`config.mk`:
```
export PLATFORM = sky130hd
export DESIGN_NAME = irq_group_mux
export DESIGN_NICKNAME = d
export VERILOG_FILES = /design/src/rtl/irq_mux_pkg.sv /design/src/rtl/irq_req_sync.sv /design/src/rtl/irq_regfile.sv /design/src/rtl/irq_line_drv.sv /design/src/rtl/irq_group_mux.sv
export SDC_FILE = /design/constraint.sdc
export NUM_CORES = 1
export LEC_CHECK = 0
export BUFFER_PORTS_ARGS = -buffer_cell sky130_fd_sc_hd__buf_2
export CAP_MARGIN = 40
export CORE_MARGIN = 5
export CORE_UTILIZATION = 48
export CTS_BUF_LIST = sky130_fd_sc_hd__clkbuf_16
export DETAILED_ROUTE_END_ITERATION = 8
export GPL_ROUTABILITY_DRIVEN = 0
export PLACE_DENSITY = 0.86
export SYNTH_ARGS = -nofsm -noshare
export SYNTH_HDL_FRONTEND = slang
export SYNTH_SLANG_ARGS = --single-unit
```
`constraint.sdc`:
```
create_clock -name clk_i -period 2.14 [get_ports clk_i]
set_input_delay 0 -clock clk_i [delete_from_list [all_inputs] [get_ports clk_i]]
set_output_delay 0 -clock clk_i [all_outputs]
set_load 0.03 [all_outputs]
```
`src/rtl/irq_mux_pkg.sv`:
```
package irq_mux_pkg;
  localparam int DATA_W    = 16;
  localparam int ADDR_W    = 4;
  localparam int NUM_LINES = 4;
  localparam int SYNC_STG  = 2;

  localparam logic [ADDR_W-1:0] MASK_ADDR = 4'h4;
  localparam logic [ADDR_W-1:0] FLAG_ADDR = 4'hC;

  localparam logic [DATA_W-1:0] LINE_GROUP [NUM_LINES] = '{
    16'h0028, 16'h0050, 16'h1C00, 16'h6386
  };

  function automatic logic [DATA_W-1:0] live_bits();
    logic [DATA_W-1:0] acc;
    acc = '0;
    for (int n = 0; n < NUM_LINES; n++) acc |= LINE_GROUP[n];
    return acc;
  endfunction

  localparam logic [DATA_W-1:0] LIVE_MASK = live_bits();
endpackage

```
`src/rtl/irq_req_sync.sv`:
```
module irq_req_sync #(
  parameter int WIDTH  = 16,
  parameter int STAGES = 2
) (
  input  logic             clk_i,
  input  logic             rst_ni,
  input  logic [WIDTH-1:0] req_i,
  output logic [WIDTH-1:0] rise_o
);
  for (genvar b = 0; b < WIDTH; b++) begin : g_bit
    logic [STAGES:0] pipe_q, pipe_d;

    always_comb pipe_d = {pipe_q[STAGES-1:0], req_i[b]};

    always_ff @(posedge clk_i or negedge rst_ni) begin
      if (!rst_ni) pipe_q <= '0;
      else         pipe_q <= pipe_d;
    end

    assign rise_o[b] = pipe_q[STAGES-1] & ~pipe_q[STAGES];

    // a detected edge lasts exactly one cycle
    a_r2_single_pulse: assert property (@(posedge clk_i) disable iff (!rst_ni)
      rise_o[b] |=> !rise_o[b]);
  end
endmodule

```
`src/rtl/irq_regfile.sv`:
```
module irq_regfile
  import irq_mux_pkg::*;
(
  input  logic              clk_i,
  input  logic              rst_ni,
  input  logic              sel_i,
  input  logic              we_i,
  input  logic [ADDR_W-1:0] addr_i,
  input  logic [DATA_W-1:0] wdata_i,
  input  logic [DATA_W-1:0] rise_i,
  output logic [DATA_W-1:0] mask_o,
  output logic [DATA_W-1:0] flag_o,
  output logic [DATA_W-1:0] rdata_o
);
  localparam logic [DATA_W-1:0] MASK_RST = LIVE_MASK;

  logic [DATA_W-1:0] mask_q, mask_d, flag_q, flag_d, set_v;
  logic              wr_mask, wr_flag;

  assign wr_mask = sel_i & we_i & (addr_i == MASK_ADDR);
  assign wr_flag = sel_i & we_i & (addr_i == FLAG_ADDR);
  assign set_v   = rise_i & LIVE_MASK;

  always_comb begin
    mask_d = mask_q;
    if (wr_mask) mask_d = wdata_i;
    flag_d = flag_q;
    if (wr_flag) flag_d = flag_q & wdata_i;
    flag_d = (flag_d | set_v) & LIVE_MASK;
  end

  always_ff @(posedge clk_i or negedge rst_ni) begin
    if (!rst_ni) begin
      mask_q <= MASK_RST;
      flag_q <= '0;
    end else begin
      if (wr_mask) mask_q <= mask_d;
      flag_q <= flag_d;
    end
  end

  always_comb begin
    rdata_o = '0;
    if (addr_i == MASK_ADDR) rdata_o = mask_q;
    if (addr_i == FLAG_ADDR) rdata_o = flag_q;
  end

  assign mask_o = mask_q;
  assign flag_o = flag_q;

  // a captured edge is never lost, even to a clearing write
  a_r4_set_wins: assert property (@(posedge clk_i) disable iff (!rst_ni)
    (set_v != '0) |=> ((flag_q & $past(set_v)) == $past(set_v)));
  // bits written as zero and not re-set end up clear
  a_r3_zero_clears: assert property (@(posedge clk_i) disable iff (!rst_ni)
    wr_flag |=> ((flag_q & ~$past(wdata_i) & ~$past(set_v)) == '0));
  // mask holds the written word
  a_r5_mask_load: assert property (@(posedge clk_i) disable iff (!rst_ni)
    wr_mask |=> (mask_q == $past(wdata_i)));
  // no access to the mask leaves it alone
  a_r9_mask_hold: assert property (@(posedge clk_i) disable iff (!rst_ni)
    !wr_mask |=> $stable(mask_q));
  // reserved flag bits stay clear
  a_r7_reserved_zero: assert property (@(posedge clk_i) disable iff (!rst_ni)
    (flag_q[0] == 1'b0) && (flag_q[DATA_W-1] == 1'b0));
endmodule

```
`src/rtl/irq_line_drv.sv`:
```
module irq_line_drv
  import irq_mux_pkg::*;
(
  input  logic                 clk_i,
  input  logic                 rst_ni,
  input  logic [DATA_W-1:0]    flag_i,
  input  logic [DATA_W-1:0]    mask_i,
  output logic [NUM_LINES-1:0] irq_o
);
  logic [DATA_W-1:0] pend;
  assign pend = flag_i & ~mask_i;

  for (genvar n = 0; n < NUM_LINES; n++) begin : g_line
    logic hit, irq_q;
    assign hit = |(pend & LINE_GROUP[n]);

    always_ff @(posedge clk_i or negedge rst_ni) begin
      if (!rst_ni) irq_q <= 1'b0;
      else         irq_q <= hit;
    end

    assign irq_o[n] = irq_q;

    // a line rises only after a pending group bit was seen
    a_r8_rise_cause: assert property (@(posedge clk_i) disable iff (!rst_ni)
      $rose(irq_q) |-> $past((flag_i & ~mask_i & LINE_GROUP[n]) != '0));
    // a line drops only once its group has nothing pending
    a_r6_fall_cause: assert property (@(posedge clk_i) disable iff (!rst_ni)
      $fell(irq_q) |-> $past((flag_i & ~mask_i & LINE_GROUP[n]) == '0));
  end
endmodule

```
`src/rtl/irq_group_mux.sv`:
```
module irq_group_mux
  import irq_mux_pkg::*;
(
  input  logic                 clk_i,
  input  logic                 rst_ni,
  input  logic [DATA_W-1:0]    req_i,
  input  logic                 bus_sel_i,
  input  logic                 bus_we_i,
  input  logic [ADDR_W-1:0]    bus_addr_i,
  input  logic [DATA_W-1:0]    bus_wdata_i,
  output logic [DATA_W-1:0]    bus_rdata_o,
  output logic [NUM_LINES-1:0] irq_o
);
  logic [1:0]        rst_sync_q;
  logic              rst_n_int;
  logic [DATA_W-1:0] rise, mask, flag;

  always_ff @(posedge clk_i or negedge rst_ni) begin
    if (!rst_ni) rst_sync_q <= 2'b00;
    else         rst_sync_q <= {rst_sync_q[0], 1'b1};
  end
  assign rst_n_int = rst_sync_q[1];

  irq_req_sync #(.WIDTH(DATA_W), .STAGES(SYNC_STG)) u_sync (
    .clk_i(clk_i), .rst_ni(rst_n_int), .req_i(req_i), .rise_o(rise)
  );

  irq_regfile u_regs (
    .clk_i(clk_i), .rst_ni(rst_n_int), .sel_i(bus_sel_i), .we_i(bus_we_i),
    .addr_i(bus_addr_i), .wdata_i(bus_wdata_i), .rise_i(rise),
    .mask_o(mask), .flag_o(flag), .rdata_o(bus_rdata_o)
  );

  irq_line_drv u_lines (
    .clk_i(clk_i), .rst_ni(rst_n_int), .flag_i(flag), .mask_i(mask), .irq_o(irq_o)
  );

  // reserved bits never drive a line
  a_r7_no_reserved_irq: assert property (@(posedge clk_i) disable iff (!rst_n_int)
    ((flag & ~mask & 16'h7FFE) == '0) |=> (irq_o == '0));
endmodule

```
== Yosys cells after proc, flatten, opt, wreduce, memory -nomap -nowiden ==
Cells that the tools add are included.

* Bitwise gates (word level): 35
* Eq/ne operators: 2
* Reduce and logical (&&, ||, !) cells: 4
* Muxes and demuxes: 3

{| class="wikitable"
|+ Operators with widths
! cell !! count
|-
| 16-bit 2-to-1 mux || 2
|-
| 15-bit bitwise AND || 2
|-
| 1-bit bitwise AND || 17
|-
| 15-bit 2-to-1 mux || 1
|-
| 15-bit inverter || 1
|-
| 15-bit OR || 1
|-
| 1-bit inverter || 14
|-
| 7-bit OR reduction || 1
|-
| 4-bit by 3-bit equality test with 1-bit output, second input constant || 1
|-
| 4-bit equality test, second input constant || 1
|-
| 2-bit OR reduction || 2
|-
| 3-bit OR reduction || 1
|}

* Logic and storage cells: 65
* Input port bits: 40
* Register bits after elaboration: 78

== Logic depth before layout (Yosys ltp) ==
* Depth after elaboration: 4
* Gate-level depth with buffers: 5
* Gate-level depth less buffers: 3

== Cells and area by module ==
A second synthesis with hierarchy kept.

* Cells, all modules: 199
* Area total of the unflattened synthesis: 3144.3 µm²

{| class="wikitable"
|+ Modules (own cells, without submodules)
! module !! times used !! cells each !! sequential area each (µm²) !! area each (µm²)
|-
| irq_regfile || 1 || 104 || 768.2 || 1433.9
|-
| irq_req_sync || 1 || 64 || 1201.2 || 1421.4
|-
| irq_line_drv || 1 || 28 || 100.1 || 235.2
|-
| irq_group_mux || 1 || 3 || 50.0 || 53.8
|}

== Least setup slack after synthesis ==
No wires, ideal clock.

* Path type: input -> register
* Start point: input port bus_addr_i[3]
* End point: register u_regs.mask_q[15] (netlist: u_regs.mask_o[15])
* Stages: 5
* Arrival time: 1.144 ns
* Buffers on the path: 2
* Path slack: 0.868 ns
* Setup time: 0.127 ns
* Cell sequence: nor4b_4 > and3_1 > buf_4 > buf_8 > mux2_1

* Cells in the longest elaborated chain, start to end: 2

{| class="wikitable"
|+ RTL lines
! element !! RTL line !! source
|-
| start, declared || irq_group_mux.sv:9 || <nowiki>input logic [ADDR_W-1:0] bus_addr_i,</nowiki>
|-
| 4-bit by 3-bit equality test with 1-bit output || irq_regfile.sv:20 || <nowiki>assign wr_mask = sel_i & we_i & (addr_i == MASK_ADDR);</nowiki>
|-
| 1-bit bitwise AND || irq_regfile.sv:20 ||
|-
| end signal, assigned || irq_regfile.sv:37 || <nowiki>if (wr_mask) mask_q <= mask_d;</nowiki>
|-
| end, declared || irq_regfile.sv:17 || <nowiki>logic [DATA_W-1:0] mask_q, mask_d, flag_q, flag_d, set_v;</nowiki>
|}

No other way between the ends.
A chain may end at the register's enable or synchronous reset.

== Worst setup path after layout ==
* Start point: register u_regs.mask_q[1] (netlist: u_regs.mask_o[1])
* End point: register u_lines.g_line[3].irq_q

* Cells in the longest elaborated chain, start to end: 3

{| class="wikitable"
|+ RTL lines
! element !! RTL line !! source
|-
| 15-bit inverter || irq_line_drv.sv:11 || <nowiki>assign pend = flag_i & ~mask_i;</nowiki>
|-
| 15-bit bitwise AND || irq_line_drv.sv:11 ||
|-
| 7-bit OR reduction || irq_line_drv.sv:15 || <nowiki>assign hit = |(pend & LINE_GROUP[n]);</nowiki>
|-
| net u_lines.g_line[3].hit || irq_line_drv.sv:14 || <nowiki>logic hit, irq_q;</nowiki>
|-
| end signal, assigned || irq_line_drv.sv:19 || <nowiki>else irq_q <= hit;</nowiki>
|-
| end, declared || irq_line_drv.sv:14 ||
|}

The timed path passes the listed nets, and every way through them passes these cells.

==> metrics <==
CP startpoint kind=flop; required time of the critical path=2.33 ns; WL final=5.41 mm; Power Dens Cells=937 nW/µm²; top cell type's share of synthesized area=58.8%; layout cells sized above 1=31.4%; DP HPWL=3.40 mm; CP max FO=3; Max Cap Viol=0; mapped cell area=2730 µm²; FILL cells=395; grt ovf=0; Pint=2.76 mW; drt wl/cell=14.4 µm; Sw Share=20.7%; global-route met2 utilization=26.8%; crit share post-route=59.0%; top cell type by total area after synthesis=dfrtp_1; Root Buffer=clkbuf_16; H-tree depth=3; Core Area=5510 µm²; Antenna Nets Post-Route=0; Syn Area/Cell=13.3 µm²; Gate power share=7.6%; Syn. warnings=0; P_sw=0.721 mW; Final Instance Area=3720 µm²; CTS tree=built; Min Hold Slack=0.225 ns; Setup WS pre-CTS=0.607 ns; First DRT Iteration DRCs=101; TritonRoute pass-1 iters=4; Die H=85.3 µm; Arr. time, crit path=1.45 ns; Synth cell types=22; crit end category=flop; final worst path period need=1.26 ns; synth-to-layout area growth=36.5%; most frequent cells in the layout=dfrtp_1 (63), buf_2 (57), dlygate4sd3_1 (32), inv_1 (29), o22ai_1 (20); GRT Overall Usage=16.4%; Setup Skew=0.00575 ns; met1 Use GR=21.0%; CTS max path bufs=2; Die ar.=7280 µm²; Slew headroom=59.4%; DIE WIDTH=85.3 µm; area of the multi-input gates=578 µm²; status=completed; vias in the first global route=1,945; maximum vdd drop=0.000567 V; number of nets in the layout=338; Pwr Total=3.48 mW; Post-Syn Nets=245; DRC Markers=0; Resized Gates After CTS=0; clock sinks=78; Hold Vio Cnt, Final=0; Clock power frac=43.7%; Syn Inst Count=205; worst slew pin tran=0.608 ns; Initial Util=49.5%; grt peak-use layer=met2; Hold Crit Class=flop to async pin; hold_buf cts=32; kind of critical path=flop to flop; Num CTS Buffers=9; Setup-failing EPs final=0; # Post-CTS Setup Buffers=0; first-pass GRT wire length=9.17 mm; Final Slew Violations=0; Placed Area=3090 µm²; via/cell ratio=4.77; antenna violations before repair=0; Worst-path clk slew=0.05 ns; Skew-Pair Late Insertion Delay=0.32 ns; RSZ-0062 raised after global routing=false; setup ws final=0.877 ns; sequential power share=48.6%; diode count=0; FF/Latch Area=1970 µm²; Port Buffers=57; Synth area leaders=dfrtp_1 (59%), dfstp_2 (13%), o22ai_1 (4.6%), mux2_1 (4.1%), inv_1 (3.9%); Boundary Pins=60; Lkg Pwr=1.78 nW; post-synthesis sequential area ratio=72.3%; f_max=0.792 GHz; vias=1,788; Row Count=27; largest net degree at the start of global routing=56; commonest non-fill, non-tap cell in the layout=dfrtp_1; Yosys reg bits=78; routing usage on met3=5.15%; setup TNS=0 ns
-- layer usage --
metal,share of wire [%],vias up,wire length (µm)
li1,-,860,-
met1,43,874,2310
met2,50,48,2720
met3,6.1,6,328
met4,0.98,0,53
met5,0,-,0
-- power by group through the flow --
stage	logic, mW	registers, mW	clock network (mW)
6_report	0.266	1.69	1.52
5_1_grt	0.296	1.71	1.63
3_3_place_gp	0.189	1.73	0
4_1_cts	0.269	1.70	1.57
2_1_floorplan	0.136	1.71	0
3_5_place_dp	0.223	1.72	0
-- state kept, by name (all words and copies together) (netlist names) --
signal,cells
rst_sync_q,2
u_lines.g_line.irq_q,4
u_regs.flag_o,14
u_regs.mask_o,16
u_sync.g_bit.pipe_q,42
-- Yosys cell counts --
| master | instances |
|---|---|
| nand4bb_1 | 1 |
| nand2_1 | 15 |
| or4_1 | 1 |
| nor4b_4 | 1 |
| mux2_1 | 10 |
| o21bai_1 | 1 |
| buf_8 | 1 |
| dfrtp_1 | 64 |
| buf_1 | 1 |
| nor3_1 | 14 |
| nor2_1 | 1 |
| buf_2 | 1 |
| conb_1 | 1 |
| inv_1 | 28 |
| mux2_2 | 6 |
| buf_4 | 5 |
| clkbuf_1 | 3 |
| and2_1 | 2 |
| o21ai_0 | 14 |
| dfstp_2 | 14 |
| o22ai_1 | 20 |
| and3_1 | 1 |
-- worst paths after layout --
kind | from | end | slack (ns) | depth (start not counted)
worst min register to register | rst_sync_q[1] | u_sync.g_bit[9].pipe_q[0] | 0.22 | 0
min in group clk_i | req_i[6] | u_sync.g_bit[6].pipe_q[0] | 0.32 | 2
worst min-delay path | rst_sync_q[1] | u_sync.g_bit[9].pipe_q[0] | 0.22 | 0
worst max register to register | u_regs.mask_o[1] | u_lines.g_line[3].irq_q | 0.88 | 2
worst max-delay path | u_regs.mask_o[1] | u_lines.g_line[3].irq_q | 0.88 | 2
max in group asynchronous | rst_sync_q[1] | u_regs.mask_o[8] | 1.30 | 1
-- logic make-up (layout without fill, tap and decap cells) --
kind of cell           after synthesis  in the layout  share of synthesized area [%]
AO/OA/AOI/OAI                       35             35                           7.44
buffers and inverters               39            137                           6.52
flip-flops                          78             78                           72.3
multiplexers                        16             16                           6.61
other                                1              1                          0.138
AND/OR/NAND/NOR                     36             36                           7.02
-- metrics by stage --
| step | cells | util [%] |
|---|---|---|
| 4_1_cts | 375 | 67.6 |
| 3_5_place_dp | 327 | 56.2 |
| 5_1_grt | 375 | 67.6 |
| 3_3_place_gp | 326 | 55.7 |
| 2_1_floorplan | 205 | - |
| 6_report | 375 | 67.6 |
-- area by class of cell --
cell class / instances / share of cell area, %
timing repair buffer: 93 / 18.0
sequential: 78 / 53.0
multi-input combinational: 88 / 15.5
tap: 72 / 2.42
clock inverter: 7 / 2.15
clock buffer: 9 / 6.05
inverter: 28 / 2.83
-- worst max-delay path: stages, from the launching register on --
cell and delay (ns):
dfstp_2 0.54, o22ai_1 0.09, or4_1 0.50
(Power assumes the default switching activity.)
